**src/rtl/sens_regfile_pkg.sv**
```systemverilog
package sens_regfile_pkg;
  localparam int BYTE_W   = 8;
  localparam int AXES     = 3;
  localparam int SMP_BYTES = 2 * AXES;

  localparam logic [7:0] A_STATUS = 8'h00;
  localparam logic [7:0] A_SMP_LO = 8'h01;
  localparam logic [7:0] A_SMP_HI = 8'h06;
  localparam logic [7:0] A_ID     = 8'h0D;
  localparam logic [7:0] A_CTRL1  = 8'h2A;
  localparam logic [7:0] A_CTRL2  = 8'h2B;

  localparam int MODE_BIT = 0;
  localparam int FAST_BIT = 1;
  localparam int SRST_BIT = 6;
  localparam int RDY_BIT  = 3;

  // fast mode hops over low sample bytes
  function automatic logic [7:0] ptr_next(input logic [7:0] p, input logic fast,
                                          input logic [7:0] last);
    if (p >= last) return 8'h00;
    if (fast && (p == 8'h01 || p == 8'h03 || p == 8'h05)) return p + 8'd2;
    return p + 8'd1;
  endfunction
endpackage

```
**src/rtl/sens_ptr.sv**
```systemverilog
module sens_ptr #(
  parameter logic [7:0] LAST_ADDR = 8'h2B
) (
  input  logic       clk_i,
  input  logic       rst_ni,
  input  logic       load_i,
  input  logic [7:0] load_val_i,
  input  logic       step_i,
  input  logic       clear_i,
  input  logic       fast_i,
  output logic [7:0] ptr_o
);
  import sens_regfile_pkg::*;

  always_ff @(posedge clk_i or negedge rst_ni) begin
    if (!rst_ni)      ptr_o <= 8'h00;
    else if (load_i)  ptr_o <= load_val_i;
    else if (clear_i) ptr_o <= 8'h00;
    else if (step_i)  ptr_o <= ptr_next(ptr_o, fast_i, LAST_ADDR);
  end
endmodule

```
**src/rtl/sens_ctrl_regs.sv**
```systemverilog
module sens_ctrl_regs (
  input  logic       clk_i,
  input  logic       rst_ni,
  input  logic       wr_i,
  input  logic [7:0] ptr_i,
  input  logic [7:0] wdata_i,
  output logic [7:0] ctrl1_o,
  output logic [7:0] ctrl2_o,
  output logic       srst_o
);
  import sens_regfile_pkg::*;

  assign srst_o = wr_i && (ptr_i == A_CTRL2) && wdata_i[SRST_BIT];

  always_ff @(posedge clk_i or negedge rst_ni) begin
    if (!rst_ni) begin
      ctrl1_o <= 8'h00;
      ctrl2_o <= 8'h00;
    end else if (srst_o) begin
      ctrl1_o <= 8'h00;
      ctrl2_o <= 8'h00;
    end else if (wr_i) begin
      if (ptr_i == A_CTRL1) begin
        if (ctrl1_o[MODE_BIT]) ctrl1_o[MODE_BIT] <= wdata_i[MODE_BIT];
        else                   ctrl1_o <= wdata_i;
      end
      if (ptr_i == A_CTRL2) ctrl2_o <= wdata_i;
    end
  end
endmodule

```
**src/rtl/sens_sample_bank.sv**
```systemverilog
module sens_sample_bank #(
  parameter int SAMPLE_W = 12
) (
  input  logic                clk_i,
  input  logic                rst_ni,
  input  logic                srst_i,
  input  logic                valid_i,
  input  logic [SAMPLE_W-1:0] x_i,
  input  logic [SAMPLE_W-1:0] y_i,
  input  logic [SAMPLE_W-1:0] z_i,
  input  logic                rd_i,
  input  logic                unlock_i,
  input  logic                rd_smp_i,
  output logic [5:0][7:0]     bytes_o,
  output logic                ready_o,
  output logic                lock_o
);
  localparam int LOW_W = SAMPLE_W - 8;

  logic [2:0][SAMPLE_W-1:0] pend_q, vis_q, smp_in;
  logic                     pend_v_q;
  logic                     apply;

  assign smp_in = {z_i, y_i, x_i};
  // hold back while a burst is open, including its first strobe
  assign apply  = pend_v_q && !lock_o && !rd_i;

  always_ff @(posedge clk_i or negedge rst_ni) begin
    if (!rst_ni) begin
      pend_q   <= '0;
      vis_q    <= '0;
      pend_v_q <= 1'b0;
      lock_o   <= 1'b0;
      ready_o  <= 1'b0;
    end else if (srst_i) begin
      pend_q   <= '0;
      vis_q    <= '0;
      pend_v_q <= 1'b0;
      lock_o   <= 1'b0;
      ready_o  <= 1'b0;
    end else begin
      if (unlock_i)  lock_o <= 1'b0;
      else if (rd_i) lock_o <= 1'b1;
      if (valid_i) begin
        pend_q   <= smp_in;
        pend_v_q <= 1'b1;
      end else if (apply) begin
        pend_v_q <= 1'b0;
      end
      if (apply) begin
        vis_q   <= pend_q;
        ready_o <= 1'b1;
      end else if (rd_smp_i) begin
        ready_o <= 1'b0;
      end
    end
  end

  for (genvar g = 0; g < 3; g++) begin : g_axis
    assign bytes_o[2*g]   = vis_q[g][SAMPLE_W-1 -: 8];
    assign bytes_o[2*g+1] = 8'(vis_q[g][LOW_W-1:0]) << (8 - LOW_W);
  end
endmodule

```
**src/rtl/sens_regfile.sv**
```systemverilog
module sens_regfile #(
  parameter int         SAMPLE_W  = 12,
  parameter logic [6:0] BASE_ADDR = 7'h1C,
  parameter logic [7:0] ID_VALUE  = 8'h2A,
  parameter logic [7:0] LAST_ADDR = 8'h2B
) (
  input  logic                clk_i,
  input  logic                rst_ni,
  input  logic                addr_sel_i,
  output logic [6:0]          bus_addr_o,
  input  logic                addr_load_i,
  input  logic                wr_i,
  input  logic                rd_i,
  input  logic [7:0]          wdata_i,
  output logic [7:0]          rdata_o,
  input  logic                smp_valid_i,
  input  logic [SAMPLE_W-1:0] smp_x_i,
  input  logic [SAMPLE_W-1:0] smp_y_i,
  input  logic [SAMPLE_W-1:0] smp_z_i
);
  import sens_regfile_pkg::*;

  logic [7:0]      ptr_q, ctrl1_q, ctrl2_q;
  logic            wr_en, rd_en, srst, rd_smp, smp_ready, smp_lock;
  logic [5:0][7:0] smp_bytes;

  assign bus_addr_o = {BASE_ADDR[6:1], addr_sel_i};
  assign wr_en      = wr_i && !addr_load_i;
  assign rd_en      = rd_i && !addr_load_i;
  assign rd_smp     = rd_en && (ptr_q >= A_SMP_LO) && (ptr_q <= A_SMP_HI);

  sens_ptr #(.LAST_ADDR(LAST_ADDR)) u_ptr (
    .clk_i      (clk_i),
    .rst_ni     (rst_ni),
    .load_i     (addr_load_i),
    .load_val_i (wdata_i),
    .step_i     (wr_en || rd_en),
    .clear_i    (srst),
    .fast_i     (ctrl1_q[FAST_BIT]),
    .ptr_o      (ptr_q)
  );

  sens_ctrl_regs u_ctrl (
    .clk_i   (clk_i),
    .rst_ni  (rst_ni),
    .wr_i    (wr_en),
    .ptr_i   (ptr_q),
    .wdata_i (wdata_i),
    .ctrl1_o (ctrl1_q),
    .ctrl2_o (ctrl2_q),
    .srst_o  (srst)
  );

  sens_sample_bank #(.SAMPLE_W(SAMPLE_W)) u_bank (
    .clk_i    (clk_i),
    .rst_ni   (rst_ni),
    .srst_i   (srst),
    .valid_i  (smp_valid_i),
    .x_i      (smp_x_i),
    .y_i      (smp_y_i),
    .z_i      (smp_z_i),
    .rd_i     (rd_en),
    .unlock_i (addr_load_i),
    .rd_smp_i (rd_smp),
    .bytes_o  (smp_bytes),
    .ready_o  (smp_ready),
    .lock_o   (smp_lock)
  );

  always_comb begin
    rdata_o = 8'h00;
    if (ptr_q == A_STATUS) rdata_o[RDY_BIT] = smp_ready;
    for (int i = 0; i < SMP_BYTES; i++)
      if (ptr_q == 8'(i + 1)) rdata_o = smp_bytes[i];
    if (ptr_q == A_ID)    rdata_o = ID_VALUE;
    if (ptr_q == A_CTRL1) rdata_o = ctrl1_q;
    if (ptr_q == A_CTRL2) rdata_o = ctrl2_q;
  end
endmodule

```
**config.mk**
```make
export PLATFORM = sky130hd
export DESIGN_NAME = sens_regfile
export DESIGN_NICKNAME = d
export VERILOG_FILES = /design/src/rtl/sens_regfile_pkg.sv /design/src/rtl/sens_ptr.sv /design/src/rtl/sens_ctrl_regs.sv /design/src/rtl/sens_sample_bank.sv /design/src/rtl/sens_regfile.sv
export SDC_FILE = /design/constraint.sdc
export NUM_CORES = 1
export LEC_CHECK = 0
export BUFFER_PORTS_ARGS = -buffer_cell sky130_fd_sc_hd__buf_2
export CAP_MARGIN = 20
export CELL_PAD_IN_SITES_DETAIL_PLACEMENT = 0
export CELL_PAD_IN_SITES_GLOBAL_PLACEMENT = 1
export CORE_UTILIZATION = 43
export CTS_BUF_LIST = sky130_fd_sc_hd__clkbuf_8
export DETAILED_ROUTE_END_ITERATION = 7
export PLACE_DENSITY_LB_ADDON = 0.1
export REMOVE_ABC_BUFFERS = 1
export SYNTH_ARGS = -nofsm -noshare
export SYNTH_HDL_FRONTEND = slang
export SYNTH_SLANG_ARGS = --single-unit
export TNS_END_PERCENT = 50
```
**constraint.sdc**
```tcl
create_clock -name clk_i -period 2.4 [get_ports clk_i]
set_input_delay 0.12 -clock clk_i [delete_from_list [all_inputs] [get_ports clk_i]]
set_output_delay 0.12 -clock clk_i [all_outputs]
set_load 0.03 [all_outputs]
```
# Word level (Yosys, flattened, before mapping)
# Cells that the tools add are included.
# op_classes
n_reduce_logical,28
n_lt_le_gt_ge,3
add_sub_neg,2
muxes,46
n_eq_ne,10
# op_table
operator,count
2-to-1 mux 8 bit,22
2-to-1 mux 36 bit,4
"== test 8 x 3 -> 1 bit, second input constant",3
2-to-1 mux 1 bit,19
"== test 8 x 2 -> 1 bit, second input constant",2
"== test 8 x 6 -> 1 bit, second input constant",2
nonzero test 3 bit,4
nonzero test 2 bit,5
logical AND 1 bit,9
"adder 8 x 1 -> 8 bit, second input constant",1
"adder 8 x 2 -> 8 bit, second input constant",1
"== test 8 x 1 -> 1 bit, second input constant",1
"== test 8 x 4 -> 1 bit, second input constant",1
">= comparator 8 x 1 -> 1 bit, second input constant",1
">= comparator 8 x 6 -> 1 bit, second input constant",1
"<= comparator 8 x 3 -> 1 bit, second input constant",1
zero test 8 bit,1
2-to-1 mux 7 bit,1
AND reduction 2 bit,2
zero test 1 bit,3
logical OR 1 bit,3
AND reduction 3 bit,1
"inequality test 2 bit, second input constant",1
# totals
word_cells,102
ff_bits,99
out_inout_bits,15

# Depth between registers and ports, before layout
# logic_depth
depth_word,15
ltp_mapped,8

# By module
# From an unflattened synthesis, not the netlist that was laid out.
# unflattened
cells_unflattened,524
hier_area_um2,5731.7
# by_module_without_submodules
mod,instances,cells_each,area_per_inst_um2
sens_sample_bank,1,296,3492.1
sens_regfile,1,110,843.3
sens_ctrl_regs,1,53,770.7
sens_ptr,1,65,625.6

# Worst setup path before layout
# No wires, ideal clock.
# synth_path
path_type,reg2out
start,reg u_ptr.ptr_o[1]
end,out rdata_o[5]
path_stages_with_launch,9
path_slack_ns,0.085
arrival_time_ns,2.195
cell_sequence,dfrtp_1 inv_1 ha_1 clkbuf_1 clkbuf_1 a21oi_1 a221oi_1 o21ai_0 a22oi_1
# synth_between
elab_chain_len,10
word_cells_on_any_way,18
classes_between,9 x eq/ne; 9 x mux
# synth_lines
item,line_no,rtl
from (decl),sens_ptr.sv:11,output logic [7:0] ptr_o
from (signal assigned),sens_ptr.sv:17,else if (load_i) ptr_o <= load_val_i;
from (signal assigned),sens_ptr.sv:19,"else if (step_i) ptr_o <= ptr_next(ptr_o, fast_i, LAST_ADDR);"
== test 8 x 1 -> 1 bit,sens_regfile.sv:74,if (ptr_q == 8'(i + 1)) rdata_o = smp_bytes[i];
2-to-1 mux 8 bit (6 in a row),sens_regfile.sv:74,
2-to-1 mux 8 bit,sens_regfile.sv:75,if (ptr_q == A_ID) rdata_o = ID_VALUE;
2-to-1 mux 8 bit,sens_regfile.sv:76,if (ptr_q == A_CTRL1) rdata_o = ctrl1_q;
2-to-1 mux 8 bit (*),sens_regfile.sv:77,if (ptr_q == A_CTRL2) rdata_o = ctrl2_q;
to (decl),sens_regfile.sv:15,"output logic [7:0] rdata_o,"
# Every way passes the cells marked *; elsewhere a longest branch is shown, timed or not.

# Worst setup path in the final report
# layout_path
start,reg u_ptr.ptr_o[0]
end,out rdata_o[7]
# Same word-level chain as after synthesis.

==> impl_metrics.toml <==
[run_status]
status = "finished, final reports clean"

[timing]
slew_headroom_pct = 57.53
timing.hold.ws_ns = 0.02383
layout_min_cycle_time_ns = 2.394
rsz0062_at_grt = "true"
setup_violations = 0
fmax_mhz = 417.8
slew_violations = 0
finClkSkew_ns = 0.007301
finalCritPeriodShare_pct = 99.74
hold_viol = 0
fin_ws_ns = 0.006263
tightest_slew_ns = 0.6370

[logic_synthesis]
synth.distinct_cells = 49
yosys.area.top_type_share_pct = 49.62
ys_async_sr_fraction_pct = 100.0
yosys_warnings = 0
ys.flop_type = "dfrtp_1"
synth-edff-count = 0
synth_cells = 526
syn_area_per_cell_sq_um = 9.491
synth_top_area_cell = "dfrtp_1"
synth_area_leaders = "dfrtp_1 50%, mux2i_1 9.0%, nand2_1 6.7%, a21oi_1 5.4%, nor2_1 3.8%"
seq_area_frac_synth_pct = 49.62
ys_ff_latch = 99
syn_area_sq_um = 4992

[clock_tree]
cts.sinks = 99
root_buffer = "clkbuf_8"
numCtsBuffers = 9
cts_tree = "yes"
clock_latency_ns = 0.39
clockBufferDepth = 2
htreeDepth = 3
clk_pin_slew_ns = 0.09

[floorplan]
fp.dieW_um = 109.8
pin_count = 66
dieHeight_um = 109.8
fp-row-count = 38
start_util_pct = 45.06
die_area_sq_um = 12050
core_area_sq_um = 11080

[critical_path]
cpMaxStageDelayCell = "dfrtp_1"
crit_chain = "inv_2 -> ha_4 -> buf_4 -> buf_4 -> a221oi_1 -> o32a_1 -> o211ai_1 -> buf_4"
critPathCaptureType = "primary output"
cpPeakStageDelay_ns = 0.43
arrival_ns = 2.27
crit_top_cell = "buf_4"
path_max_fanout = 6
cp.required_ns = 2.28
cpLargestDelayFamily = "buffers and inverters"
crit_path_start_kind = "flop"
crit_type = "reg -> out"
cp_num_buf_inv = 4

[routing]
first_pass_iters = 5
met2_length_mm = 6.074
drtAntennaViolNets = 0
wl_met3_um = 619
via_per_inst = 5.440
drc = 0
totalWireLength_mm = 13.37
routed.top_layer = "met4"
m1WireLength_mm = 6.168
num_vias = 4216
drt_iter0_drc = 243
wire_per_inst_um = 17.25

[pwr]
power.density_nw_per_um2 = 662.0
p_total_mw = 4.225
peakVddDrop_mv = 0.5476
leakage_nw = 3.005

[global_routing]
grt_start_max_net_pins = 63
antenna_found_initial = 0
grt_first_pass_wirelength_mm = 21.29
grt_usage_pct = 24.12
overflow = 0
grt_pass1_vias = 4061

[placement]
placed_cells = 706
gp_congestion = 0.8836
hpwl_mm = 8.820
port_buffers = 57
dp_slack_ns = 0.1105

[layout]
final_nets = 688
syn_to_final_growth_pct = 27.84
diodes = 0
instances_no_fill = 775
nFillCells = 996
drive_above_1_share_pct = 22.20

[run]
maxCapViolCount = 0

[hold_path]
hold_class = "in -> reg"
flip-flops by register name (all words and copies together), names as in the netlist:
signal           count
u_ctrl.ctrl1_o       8
u_ctrl.ctrl2_o       8
u_bank.pend_q       36
u_bank.pend_v_q      1
u_bank.lock_o        1
u_bank.ready_o       1
u_ptr.ptr_o          8
u_bank.bytes_o      36
power by group:
| group | switching (mW) | internal (mW) |
|---|---|---|
| Combinational | 0.515 | 0.468 |
| Sequential | 0.176 | 1.90 |
| Clock | 0.593 | 0.575 |
| Total | 1.28 | 2.94 |
through the flow:
step | utilization [%] | TNS, ns | area (sq um)
floorplan | - | -80.66 | 4747
CTS | 55.71 | -0.005685 | 6172
global placement | 48.98 | 0 | 5426
finish | 57.61 | 0 | 6382
detailed placement | 48.98 | 0 | 5426
global route | 57.61 | -0.2919 | 6382
placed cells by master, fill, tap and decap left out, types with 3 or more instances in the layout:
master,n
nor2b_1,3
conb_1,6
a22oi_1,4
buf_2,48
ha_4,4
inv_1,17
a21oi_1,52
mux2i_1,45
o31ai_1,4
nand3_1,6
nand2_1,89
o21ai_0,15
a221oi_2,4
buf_12,5
nor2_1,48
buf_4,35
nor3_1,5
clkbuf_8,9
and3b_1,3
nor3b_1,3
dlygate4sd3_1,39
dfrtp_1,97
nand2b_1,3
buf_6,7
nand3b_1,15
and3_1,6
o22ai_1,3
cells by family (layout without fill, tap and decap cells):
logic type                 count (synthesis)  after routing  share of synthesized area (%)
and+or+nand+nor                          202            202                          19.70
AOI/OAI and AO/OA                        112            112                          13.68
DFF                                       99             99                          49.62
buffers and inverters                     61            166                          6.566
muxes                                     45             45                          9.023
adders and majority gates                  5              5                          1.253
other                                      2              6                         0.1504
path summary, 6_finish.rpt:
check                                  start           endpoint  slack [ns]  depth (start not counted)
max in group asynchronous             rst_ni  u_bank.pend_q[15]        1.43                          3
min in group asynchronous             rst_ni  u_ctrl.ctrl1_o[1]        0.25                          2
setup reg to reg              u_ptr.ptr_o[0]   u_bank.pend_q[9]        0.30                          9
hold / removal                    wdata_i[7]     u_ptr.ptr_o[7]        0.02                          3
hold reg to reg            u_ctrl.ctrl2_o[6]  u_ctrl.ctrl2_o[6]        0.51                          1
setup / recovery              u_ptr.ptr_o[0]         rdata_o[7]       0.006                          8
cell usage after synthesis, drive strengths merged (2+ instances only):
library cell and count:
nand4 2, and2 3, nand3b 15, nor4 2, o21a 2, nand3 7
a22oi 6, mux2i 45, a21oi 54, nor2 50, a311oi 2, a41oi 2
ha 5, clkbuf 22, a221oi 8, o211ai 2, nor4b 2, o21ai 19
o31ai 4, inv 18, nand2b 3, o32a 2, nand2 89, o22ai 3
and3 6, dfrtp 99, nor3b 3, buf 21, nand4bb 2, and3b 4
nor3 5, nor2b 6, conb 2
metal layers:
layer	up-vias	global-route usage, %
met3	34	5.513
met1	2057	32.18
met5	-	0
li1	2018	-
met4	0	11.90
met2	107	36.88
timing repair:
item / CTS / global route
hold endpoints to repair: 80 / 0
pin swaps: 6 / 15
gates resized for setup: 36 / 24
setup endpoints to repair: 8 / 8
buffers inserted: 4 / 12
hold buffers: 39 / 0
final cells by class:
cell class,instances,area [sq um],area share [%]
Clock inverter,5,80.08,1.255
Multi-Input combinational cell,370,2381,37.31
Inverter,18,70.07,1.098
Tap cell,140,175.2,2.745
Clock buffer,9,123.9,1.941
Timing Repair Buffer,134,1072,16.80
Sequential cell,99,2480,38.86
worst register-to-register path, stage by stage (launching register included):
cell      delay, ns
dfrtp_1        0.41
buf_6          0.14
ha_4           0.16
nand3b_1       0.17
buf_4          0.19
buf_4          0.13
nor4_4         0.16
and2_2         0.23
buf_12         0.25
nor2_1         0.14
(Power assumes the default switching activity.)
